[config.mk]
export PLATFORM = sky130hd
export DESIGN_NAME = cmd_serial_regport
export DESIGN_NICKNAME = d
export VERILOG_FILES = /design/src/rtl/regport_pkg.sv /design/src/rtl/regport_sync.sv /design/src/rtl/regport_lenmap.sv /design/src/rtl/regport_core.sv /design/src/rtl/cmd_serial_regport.sv
export SDC_FILE = /design/constraint.sdc
export NUM_CORES = 1
export LEC_CHECK = 0
export ABC_AREA = 1
export BUFFER_PORTS_ARGS = -buffer_cell sky130_fd_sc_hd__buf_2
export CORE_MARGIN = 1.5
export CORE_UTILIZATION = 35
export CTS_BUF_LIST = sky130_fd_sc_hd__clkbuf_8
export CTS_CLUSTER_DIAMETER = 30
export DETAILED_ROUTE_END_ITERATION = 6
export PLACE_DENSITY_LB_ADDON = 0.1
export SYNTH_ARGS = -nofsm -noshare
export SYNTH_HDL_FRONTEND = slang
export SYNTH_HIERARCHICAL = 1
export SYNTH_SLANG_ARGS = --single-unit
[constraint.sdc]
create_clock -name clk -period 2.6 [get_ports clk]
set_clock_uncertainty 0.2 [all_clocks]
set_input_delay 0.26 -clock clk [delete_from_list [all_inputs] [get_ports clk]]
set_output_delay 0.26 -clock clk [all_outputs]
set_load 0.01 [all_outputs]
[src/rtl/regport_pkg.sv]
// Package: shared widths and state encoding for the serial register port.
// Assumes a fixed 8-bit command byte with a 6-bit address field.
package regport_pkg;
    localparam int CMD_W   = 8;
    localparam int ADDR_W  = 6;
    localparam int DATA_W  = 24;
    localparam int LEN_W   = $clog2(DATA_W + 1);
    localparam int CMD_DIR_BIT = 7;

    typedef enum logic [1:0] {
        ST_CMD  = 2'd0,
        ST_CAP  = 2'd1,
        ST_DATA = 2'd2
    } xfer_state_e;
endpackage

[src/rtl/regport_sync.sv]
// Module: regport_sync
// Brings chip-select, serial clock and serial data into the system clock
// domain through a STAGES-deep flop chain. It then flags the rising and
// falling edges of the serial clock.
// Assumes each serial half-period spans several system clock cycles.
module regport_sync #(
    parameter int STAGES = 2
) (
    input  logic clk,
    input  logic rst_n,
    input  logic cs_n_in,
    input  logic sclk_in,
    input  logic sdi_in,
    output logic cs_act,
    output logic sclk_rise,
    output logic sclk_fall,
    output logic sdi_s
);
    // bit 2 = cs_n, bit 1 = sclk, bit 0 = sdi
    logic [2:0] pipe [STAGES];
    logic       sclk_prev;

    // First stage captures the raw pins.
    always_ff @(posedge clk) begin
        if (!rst_n) pipe[0] <= 3'b100;
        else        pipe[0] <= {cs_n_in, sclk_in, sdi_in};
    end

    // Remaining stages of the chain.
    generate
        for (genvar k = 1; k < STAGES; k++) begin : g_stage
            always_ff @(posedge clk) begin
                if (!rst_n) pipe[k] <= 3'b100;
                else        pipe[k] <= pipe[k-1];
            end
        end
    endgenerate

    // Previous synchronized serial clock, for edge detection.
    always_ff @(posedge clk) begin
        if (!rst_n) sclk_prev <= 1'b0;
        else        sclk_prev <= pipe[STAGES-1][1];
    end

    assign cs_act    = ~pipe[STAGES-1][2];
    assign sdi_s     = pipe[STAGES-1][0];
    assign sclk_rise = cs_act &  pipe[STAGES-1][1] & ~sclk_prev;
    assign sclk_fall = cs_act & ~pipe[STAGES-1][1] &  sclk_prev;
endmodule

[src/rtl/regport_lenmap.sv]
// Module: regport_lenmap
// Decodes a register address into its data transfer length and a mapped flag.
// Addresses are grouped in banks of BANK_SIZE. Bank 0 is wide, bank 1 is
// medium and bank 2 is narrow. Every higher address is unmapped and uses
// the narrow length.
module regport_lenmap
    import regport_pkg::*;
#(
    parameter int BANK_SIZE = 8,
    parameter int LEN_WIDE  = 24,
    parameter int LEN_MID   = 16,
    parameter int LEN_NARROW = 8
) (
    input  logic [ADDR_W-1:0] addr,
    output logic [LEN_W-1:0]  len_bits,
    output logic              mapped
);
    localparam int BANK_SH = $clog2(BANK_SIZE);
    localparam int BANK_W  = ADDR_W - BANK_SH;

    logic [BANK_W-1:0] bank;
    assign bank = addr[ADDR_W-1:BANK_SH];

    // Select the length from the bank number.
    always_comb begin
        mapped = 1'b1;
        case (bank)
            BANK_W'(0): len_bits = LEN_W'(LEN_WIDE);
            BANK_W'(1): len_bits = LEN_W'(LEN_MID);
            BANK_W'(2): len_bits = LEN_W'(LEN_NARROW);
            default: begin
                len_bits = LEN_W'(LEN_NARROW);
                mapped   = 1'b0;
            end
        endcase
    end
endmodule

[src/rtl/regport_core.sv]
// Module: regport_core
// Transfer engine: collects the command byte, captures read data, shifts data
// in or out, and issues the register strobes.
// Assumes synchronized inputs with one-cycle edge flags and no serial edge
// during the single capture cycle.
module regport_core
    import regport_pkg::*;
(
    input  logic              clk,
    input  logic              rst_n,
    input  logic              cs_act,
    input  logic              sclk_rise,
    input  logic              sclk_fall,
    input  logic              sdi_s,
    input  logic [LEN_W-1:0]  len_bits,
    input  logic              mapped,
    input  logic [DATA_W-1:0] rdata,
    output logic [ADDR_W-1:0] addr,
    output logic [DATA_W-1:0] wdata,
    output logic              wr,
    output logic              rd,
    output logic              sdo
);
    xfer_state_e        state;
    logic [LEN_W-1:0]   bitcnt;
    logic [DATA_W-1:0]  rx;
    logic [DATA_W-1:0]  rx_next;
    logic [DATA_W-1:0]  tx;
    logic [CMD_W-1:0]   cmd_q;
    logic [DATA_W-1:0]  wdata_q;
    logic               wr_q;
    logic               sdo_q;
    logic [DATA_W:0]    one_sh;
    logic [DATA_W-1:0]  len_mask;
    logic [DATA_W-1:0]  rd_aligned;
    logic               is_write;

    assign is_write   = cmd_q[CMD_DIR_BIT];
    assign rx_next    = {rx[DATA_W-2:0], sdi_s};
    assign one_sh     = (DATA_W+1)'(1) << len_bits;
    assign len_mask   = DATA_W'(one_sh - 1'b1);
    assign rd_aligned = rdata << (LEN_W'(DATA_W) - len_bits);

    // Main sequencer: command phase, capture cycle, data phase.
    always_ff @(posedge clk) begin
        if (!rst_n) begin
            state   <= ST_CMD;
            bitcnt  <= '0;
            rx      <= '0;
            tx      <= '0;
            cmd_q   <= '0;
            wdata_q <= '0;
            wr_q    <= 1'b0;
            sdo_q   <= 1'b0;
        end else if (!cs_act) begin
            state  <= ST_CMD;
            bitcnt <= '0;
            tx     <= '0;
            wr_q   <= 1'b0;
            sdo_q  <= 1'b0;
        end else begin
            wr_q <= 1'b0;
            case (state)
                ST_CMD: begin
                    if (sclk_fall) sdo_q <= 1'b0;
                    if (sclk_rise) begin
                        rx <= rx_next;
                        if (bitcnt == LEN_W'(CMD_W - 1)) begin
                            cmd_q  <= rx_next[CMD_W-1:0];
                            bitcnt <= '0;
                            state  <= ST_CAP;
                        end else begin
                            bitcnt <= bitcnt + 1'b1;
                        end
                    end
                end
                ST_CAP: begin
                    tx    <= (!is_write && mapped) ? rd_aligned : '0;
                    state <= ST_DATA;
                end
                ST_DATA: begin
                    if (sclk_fall && !is_write) begin
                        sdo_q <= tx[DATA_W-1];
                        tx    <= {tx[DATA_W-2:0], 1'b0};
                    end
                    if (sclk_rise) begin
                        rx <= rx_next;
                        if (bitcnt == len_bits - 1'b1) begin
                            bitcnt <= '0;
                            state  <= ST_CMD;
                            if (is_write && mapped) begin
                                wr_q    <= 1'b1;
                                wdata_q <= rx_next & len_mask;
                            end
                        end else begin
                            bitcnt <= bitcnt + 1'b1;
                        end
                    end
                end
                default: state <= ST_CMD;
            endcase
        end
    end

    assign addr  = cmd_q[ADDR_W-1:0];
    assign wdata = wdata_q;
    assign wr    = wr_q;
    assign rd    = (state == ST_CAP) && !is_write && mapped;
    assign sdo   = sdo_q;

    // a write strobe never stretches past one cycle
    assert_wr_single_R11: assert property (@(posedge clk) disable iff (!rst_n)
        wr_q |=> !wr_q);
    // deselection leaves no write strobe behind
    assert_no_wr_deselected_R8: assert property (@(posedge clk) disable iff (!rst_n)
        !cs_act |=> !wr_q);
    // a read strobe is followed by the data phase
    assert_rd_to_data_R4: assert property (@(posedge clk) disable iff (!rst_n)
        rd |=> (state == ST_DATA || !cs_act));
    // output is quiet after deselection
    assert_sdo_quiet_R10: assert property (@(posedge clk) disable iff (!rst_n)
        !cs_act |=> !sdo_q);
    // bit counter stays inside the decoded length
    assert_bitcnt_bound_R5: assert property (@(posedge clk) disable iff (!rst_n)
        (state == ST_DATA) |-> (bitcnt < len_bits));
    // no write strobe reaches an unmapped address
    assert_unmapped_no_wr_R6: assert property (@(posedge clk) disable iff (!rst_n)
        wr_q |-> mapped);
    // leaving the data phase restarts the command count
    assert_cmd_restart_R7: assert property (@(posedge clk) disable iff (!rst_n)
        ($past(state) == ST_DATA && state == ST_CMD) |-> (bitcnt == '0));
endmodule

[src/rtl/cmd_serial_regport.sv]
// Module: cmd_serial_regport
// Top level of the serial register port: synchronizer, length decoder and
// transfer engine. The register file must return read data combinationally
// from reg_addr.
module cmd_serial_regport
    import regport_pkg::*;
#(
    parameter int SYNC_STAGES = 2
) (
    input  logic              clk,
    input  logic              rst_n,
    input  logic              cs_n,
    input  logic              sclk,
    input  logic              sdi,
    output logic              sdo,
    output logic [ADDR_W-1:0] reg_addr,
    output logic [DATA_W-1:0] reg_wdata,
    output logic              reg_wr,
    output logic              reg_rd,
    input  logic [DATA_W-1:0] reg_rdata
);
    logic             cs_act;
    logic             sclk_rise;
    logic             sclk_fall;
    logic             sdi_s;
    logic [LEN_W-1:0] len_bits;
    logic             mapped;
    logic [ADDR_W-1:0] addr_w;

    regport_sync #(.STAGES(SYNC_STAGES)) sync_i (
        .clk       (clk),
        .rst_n     (rst_n),
        .cs_n_in   (cs_n),
        .sclk_in   (sclk),
        .sdi_in    (sdi),
        .cs_act    (cs_act),
        .sclk_rise (sclk_rise),
        .sclk_fall (sclk_fall),
        .sdi_s     (sdi_s)
    );

    regport_lenmap lenmap_i (
        .addr     (addr_w),
        .len_bits (len_bits),
        .mapped   (mapped)
    );

    regport_core core_i (
        .clk       (clk),
        .rst_n     (rst_n),
        .cs_act    (cs_act),
        .sclk_rise (sclk_rise),
        .sclk_fall (sclk_fall),
        .sdi_s     (sdi_s),
        .len_bits  (len_bits),
        .mapped    (mapped),
        .rdata     (reg_rdata),
        .addr      (addr_w),
        .wdata     (reg_wdata),
        .wr        (reg_wr),
        .rd        (reg_rd),
        .sdo       (sdo)
    );

    assign reg_addr = addr_w;
endmodule

== Yosys cells after proc, flatten, opt, wreduce, memory -nomap -nowiden ==
Memories as Yosys holds them, arrays and structs flattened.
Index checks and enable logic that the tools add are counted.

* Register bits: 89
* Memory bits (writable): 6
* Bits of input ports: 29
* Memories: 1

{| class="wikitable"
|+ Memories
! memory !! depth !! bits a word !! read ports !! clocked after memory_dff !! wr ports !! line !! RTL
|-
| sync_i.pipe || 2 || 3 || 2 || 0 || 2 || regport_sync.sv:20 || <nowiki>logic [2:0] pipe [STAGES];</nowiki>
|}

* $add $sub $neg: 4
* Equality and inequality tests: 12
* Shifts and indexed selects: 2
* Multiplexer cells: 23
* Bitwise operators: 14
* Reductions and logical operators: 21

{| class="wikitable"
|+ Operators with widths
! cell !! count
|-
| 24-bit two-way mux || 2
|-
| 24-bit case mux with 2 select lines || 1
|-
| 24-bit bitwise AND || 1
|-
| 1-bit by 5-bit << shifter with 24-bit output (first input constant) || 1
|-
| 24-bit by 5-bit << shifter with 24-bit output || 1
|-
| 24-bit by 1-bit subtractor with 24-bit output (second input constant) || 1
|-
| 5-bit two-way mux || 4
|-
| 5-bit case mux with 2 select lines || 2
|-
| 2-bit by 1-bit inequality test with 1-bit output (second input constant) || 6
|-
| 3-bit AND reduction || 3
|-
| 2-bit two-way mux || 4
|-
| 4-bit AND reduction || 2
|-
| 1-bit inverter || 7
|-
| 1-bit two-way mux || 6
|-
| 3-bit two-way mux || 2
|-
| 2-bit case mux with 3 select lines || 1
|-
| 5-bit by 1-bit adder with 5-bit output (second input constant) || 1
|-
| 5-bit by 3-bit equality test with 1-bit output (second input constant) || 1
|-
| 5-bit equality test || 1
|-
| 1-bit logical AND || 5
|-
| 5-bit AND reduction || 1
|-
| 5-bit OR reduction || 1
|-
| 5-bit by 1-bit subtractor with 5-bit output (second input constant) || 1
|-
| 5-bit subtractor (first input constant) || 1
|-
| 14 further kinds || 20
|}

== Longest topological paths before layout ==
* Depth in word-level cells: 7
* Mapped depth: 18
* Depth with buffers taken out: 14

== Modules after synthesis ==
Netlist, hierarchy kept.

{| class="wikitable"
|+ Modules (own cells, without submodules)
! module !! instances !! cells an instance !! area an instance (um^2)
|-
| regport_core || 1 || 933 || 5789.3
|-
| regport_sync || 1 || 26 || 211.5
|-
| regport_lenmap || 1 || 7 || 41.3
|}

== Least setup slack after synthesis ==
Ideal clock, no wire load.

* Path kind: reg-to-reg
* Start: register core_i.cmd_q[4]
* End: register core_i.wdata_q[8], in the netlist core_i/wdata[8]
* Data arrival time: 1.979 ns
* Data required time: 2.284 ns
* Path slack: 0.304 ns
* Cell stages (with the launch flop): 15
* Path buffers: 2
* Cell sequence: dfxtp_1 -> buf_4 -> nor2_2 -> nand2_1 -> inv_2 -> buf_2 -> nand3_2 -> ha_1 -> nand3_2 -> inv_2 -> nand2_1 -> nand2_1 -> nand3_1 -> nand2_1 -> o211a_1

* Word-level cells in the longest chain between the ends: 5

{| class="wikitable"
|+ RTL lines
! what !! line !! RTL
|-
| start: declaration || regport_core.sv:29 || <nowiki>logic [CMD_W-1:0] cmd_q;</nowiki>
|-
| start signal: assignment || regport_core.sv:69 || <nowiki>cmd_q <= rx_next[CMD_W-1:0];</nowiki>
|-
| 3-bit by 1-bit equality test with 1-bit output / 3-bit zero test (equally long branches) || regport_lenmap.sv:27 || <nowiki>case (bank)</nowiki>
|-
| 5-bit case mux with 2 select lines * || regport_lenmap.sv:27 ||
|-
| net len_bits[4] || cmd_serial_regport.sv:26 || <nowiki>logic [LEN_W-1:0] len_bits;</nowiki>
|-
| 1-bit by 5-bit << shifter with 24-bit output / 5-bit by 1-bit subtractor with 5-bit output (equally long branches) || regport_core.sv:40, regport_core.sv:88 ||
|-
| 24-bit by 1-bit subtractor with 24-bit output / 5-bit equality test (equally long branches) || regport_core.sv:41, regport_core.sv:88 ||
|-
| 24-bit bitwise AND / 5-bit AND reduction (equally long branches) || n/a ||
|-
| end signal: assignment || regport_core.sv:93 || <nowiki>wdata_q <= rx_next & len_mask;</nowiki>
|-
| end: declaration || regport_core.sv:30 || <nowiki>logic [DATA_W-1:0] wdata_q;</nowiki>
|}

Mark *: on every way through the listed nets, which the timed path passes. The rest lies on a longest branch.
A chain may end at the register's enable or synchronous reset.

== Worst setup path in the final report ==
* Start: register core_i.cmd_q[4]
* End: register core_i.wdata_q[18], in the netlist core_i/wdata[18]

The elaborated chain is that of the path after synthesis.

==> results_tabular.tex <==
\begin{tabular}{lr}
\hline
Metric & Value \\
\hline
\multicolumn{2}{l}{\textbf{Drt}} \\
Router iterations before antenna repair & 5 \\
Wire length per cell after detailed routing & 13.83 um \\
Detailed-route DRC error count & 0 \\
Antenna-violating nets left & 0 \\
Via density per instance & 5.027 \\
Number of vias after detailed routing & 6,163 \\
Detailed router's first-iteration violation count & 479 \\
Overall routed net length & 16,960 um \\
\multicolumn{2}{l}{\textbf{Floorplanning}} \\
Area of the die & 18,060 um\^{}2 \\
Core region area & 16,700 um\^{}2 \\
Total I/O pin count & 62 \\
Core Rows & 47 \\
Initial Utilization & 0.3618 \\
Height of the die & 134.4 um \\
Die W & 134.4 um \\
\multicolumn{2}{l}{\textbf{Synthesis}} \\
Combined area of all synthesized cells & 6042 um\^{}2 \\
Post-synthesis async set-or-reset flop share & 0 \\
Number of flip-flops and latches in the synthesized netlist & 94 \\
YS warnings & 6 \\
Syn Area/Cell & 6.255 um\^{}2 \\
Post-synth cell types & 39 \\
Proportion of synthesized chip area in sequential cells & 0.3115 \\
Number of enable flip-flop cells after synthesis & 0 \\
Post-synthesis instance total & 966 \\
Post-synth top flop & sky130\_fd\_sc\_hd\_\_dfxtp\_1 \\
\multicolumn{2}{l}{\textbf{Cells and area}} \\
Number of fillers in the final layout & 1,888 \\
Synthesis-to-layout area growth & 10.60\% \\
Commonest non-fill, non-tap cell in the layout & sky130\_fd\_sc\_hd\_\_nand2\_1 \\
Final net count & 1,039 \\
Most frequent cells in the layout & sky130\_fd\_sc\_hd\_\_nand2\_1 (239), sky130\_fd\_sc\_hd\_\_nand3\_1 (115), sky130\_fd\_sc\_hd\_\_nor2\_1 (103) \\
Post-route design area & 6683 um\^{}2 \\
Proportion of layout cells with a drive suffix above 1 & 0.1302 \\
Share of the core filled with cells & 0.4001 \\
Number of non-filler instances in the completed layout & 1,226 \\
Number of inserted diodes & 0 \\
\multicolumn{2}{l}{\textbf{STA}} \\
Fin. max-slew vios & 0 \\
Final-report setup violation count & 0 \\
Maximum frequency from static timing analysis & 0.4452 GHz \\
Minimum clock period & 2246 ps \\
Hold violation total from the final report & 0 \\
Min setup slack post-route & 353.9 ps \\
Setup repair after global routing missed its margin & no \\
Measured slew at the worst slew-check pin & 714.3 ps \\
Setup total negative slack & 0 ps \\
Slew Limit Headroom & 0.5232 \\
Fraction of the cycle the final worst path needs & 0.8639 \\
Minimum hold slack & 178.0 ps \\
\multicolumn{2}{l}{\textbf{Critical path}} \\
Slowest library cell on the worst path & sky130\_fd\_sc\_hd\_\_dfxtp\_1 \\
Critical path buffers and inverters & 2 \\
Startpoint types & register \\
Required time of the critical path & 2730 ps \\
Largest incremental delay on the critical path & 350 ps \\
Category of the critical setup timing path & reg2reg \\
Most frequent cell on the critical path & sky130\_fd\_sc\_hd\_\_nor2\_2 \\
List of cells traversed by the critical path & nor2\_2 > nand2\_1 > inv\_2 > nand3\_2 > nand2\_4 > nor2\_2 > nor2\_4 > nand3\_4 > buf\_4 > nor2\_1 > nand3\_1 > a21oi\_1 \\
Arrival time at the worst endpoint & 2370 ps \\
CP Capture Type & register \\
Largest fanout on the critical path & 17 \\
Top cell family by delay on the critical path & simple AND/OR/NAND/NOR gates \\
\multicolumn{2}{l}{\textbf{Run status}} \\
Status & finished, final reports clean \\
\multicolumn{2}{l}{\textbf{Placement}} \\
Global placer's final weighted congestion & 0.9070 \\
Placement Setup Slack & 295.2 ps \\
Number of cells in the design after placement & 1,206 \\
Number of input and output port buffers inserted & 61 \\
Post-placement cell area & 6406 um\^{}2 \\
Half-perimeter wire length after placement & 12,640 um \\
\multicolumn{2}{l}{\textbf{Pwr}} \\
Power per Cell Area & 447.4 nW/um\^{}2 \\
Fraction of power spent switching nets & 0.2808 \\
Total Power & 2.990 mW \\
P\_int & 2.150 mW \\
Share of power burned in registers & 0.484 \\
Net Switching & 0.8395 mW \\
Peak VDD IR & 0.2605 mV \\
Share of total power in the clock network & 0.390 \\
Share of total power in combinational logic & 0.127 \\
Static Leakage & 3.161 nW \\
\multicolumn{2}{l}{\textbf{Global routing}} \\
Final global-route overflow total & 0 \\
First-pass GRT wire length & 28,190 um \\
Antenna violations before repair & 0 \\
Largest net degree at the start of global routing & 55 \\
Via count of the first global-routing pass & 5,539 \\
GRT Resource Usage Total & 0.1954 \\
\multicolumn{2}{l}{\textbf{Run}} \\
Maximum capacitance violations & 0 \\
\multicolumn{2}{l}{\textbf{CTS}} \\
TritonCTS Sinks & 94 \\
\# H-tree levels & 3 \\
Clock buffer count from CTS & 9 \\
Post CTS Setup Buffer Count & 0 \\
Clock latency on the worst-skew pair & 390 ps \\
CTS Root Buffer Type & sky130\_fd\_sc\_hd\_\_clkbuf\_8 \\
CTS tree & built \\
Clock Tree Buf Depth & 2 \\
Clock-pin slew reported for the worst setup and hold paths after clock tree synthesis & 100 ps \\
\multicolumn{2}{l}{\textbf{Min path}} \\
Type of the tightest min-delay check & in2reg \\
\hline
\end{tabular}
-- cell families (layout without fill, tap and decap cells) --
kind of cell	count (synthesis)	count (layout)	synth area share
compound gates	199	199	0.1721
xor+xnor	5	5	0.007249
fa+ha+maj	9	9	0.01864
buf+inv	136	174	0.1023
flops	94	94	0.3115
mux	2	2	0.003313
other cells	1	3	0.0006207
simple gates	520	520	0.3843
-- timing repair --
| item | 4_1_cts | 5_1_grt |
|---|---|---|
| endpoints found under the setup margin | 0 | 1 |
| resized for setup | 0 | 1 |
| hold endpoints to repair | 4 | 0 |
| hold buffers | 4 | 0 |
-- cell usage after synthesis, types with 5 or more instances --
master | count | area share
sky130_fd_sc_hd__nor3_1 | 6 | 0.0050
sky130_fd_sc_hd__nand2_1 | 239 | 0.15
sky130_fd_sc_hd__buf_4 | 14 | 0.017
sky130_fd_sc_hd__clkbuf_1 | 22 | 0.014
sky130_fd_sc_hd__buf_6 | 6 | 0.011
sky130_fd_sc_hd__and2_1 | 5 | 0.0052
sky130_fd_sc_hd__nand3b_1 | 5 | 0.0062
sky130_fd_sc_hd__dfxtp_1 | 94 | 0.31
sky130_fd_sc_hd__nor2_2 | 5 | 0.0052
sky130_fd_sc_hd__o211ai_1 | 7 | 0.0087
sky130_fd_sc_hd__nand4_1 | 11 | 0.011
sky130_fd_sc_hd__a21oi_1 | 91 | 0.075
sky130_fd_sc_hd__nand3_2 | 7 | 0.012
sky130_fd_sc_hd__buf_1 | 5 | 0.0031
sky130_fd_sc_hd__inv_2 | 9 | 0.0056
sky130_fd_sc_hd__nand3_1 | 115 | 0.095
sky130_fd_sc_hd__inv_1 | 71 | 0.044
sky130_fd_sc_hd__o21ai_0 | 90 | 0.075
sky130_fd_sc_hd__or2_2 | 8 | 0.0083
sky130_fd_sc_hd__ha_1 | 9 | 0.019
sky130_fd_sc_hd__nor2_1 | 103 | 0.064
sky130_fd_sc_hd__buf_2 | 8 | 0.0066
-- worst min-delay path, cell delays in order --
cell and delay (ps):
sky130_fd_sc_hd__buf_2 120, sky130_fd_sc_hd__nand2_1 90, sky130_fd_sc_hd__nor3_1 90, sky130_fd_sc_hd__nand4_1 120, sky130_fd_sc_hd__a21oi_1 60
-- power by group through the flow --
stage | sequential (mW) | combinational, mW | clock, mW
after floorplan | 1.48 | 0.286 | 0
after global placement | 1.48 | 0.341 | 0
after detailed placement | 1.48 | 0.339 | 0
after CTS | 1.45 | 0.346 | 1.21
after global routing | 1.45 | 0.427 | 1.26
final | 1.45 | 0.378 | 1.16
-- final cells by class --
| cell class | count | area (um^2) | area share |
|---|---|---|---|
| inverters | 81 | 305.3 | 0.04568 |
| flip-flops and latches | 94 | 1882 | 0.2816 |
| multi-input cells | 738 | 3550 | 0.5312 |
| repair buffers | 77 | 435.4 | 0.06516 |
| clock inverters | 6 | 97.59 | 0.01460 |
| well taps | 220 | 275.3 | 0.04119 |
| clock buffers | 10 | 137.6 | 0.02060 |
-- worst paths after layout --
check | from | endpoint | slack [ps] | depth (start not counted)
worst max-delay path | core_i/cmd_q[4] | core_i/wdata[18] | 350 | 12
worst max register to register | core_i/cmd_q[4] | core_i/wdata[18] | 350 | 12
worst min register to register | sync_i/pipe[0][2] | sync_i/pipe[1][2] | 210 | 2
worst min-delay path | reg_rdata[0] | core_i/tx[0] | 180 | 5
-- state kept, by name (all words and copies together) (netlist names) --
signal and flops:
sync_i/sclk_prev 1, core_i/sdo 1, core_i/wdata 24, core_i/state 2
core_i/cmd_q 7, core_i/tx 24, core_i/wr 1, core_i/rx 23
core_i/bitcnt 5, sync_i/pipe 6
-- routing by layer --
metal / global-route usage / vias to the layer above / wire (um)
met5: 0 / - / 0
met4: 0.05556 / 0 / 281
met3: 0.03779 / 20 / 535
met2: 0.2974 / 103 / 7496
met1: 0.2796 / 2803 / 8647
li1: - / 3237 / -
Power figures use the tool's default switching activity.
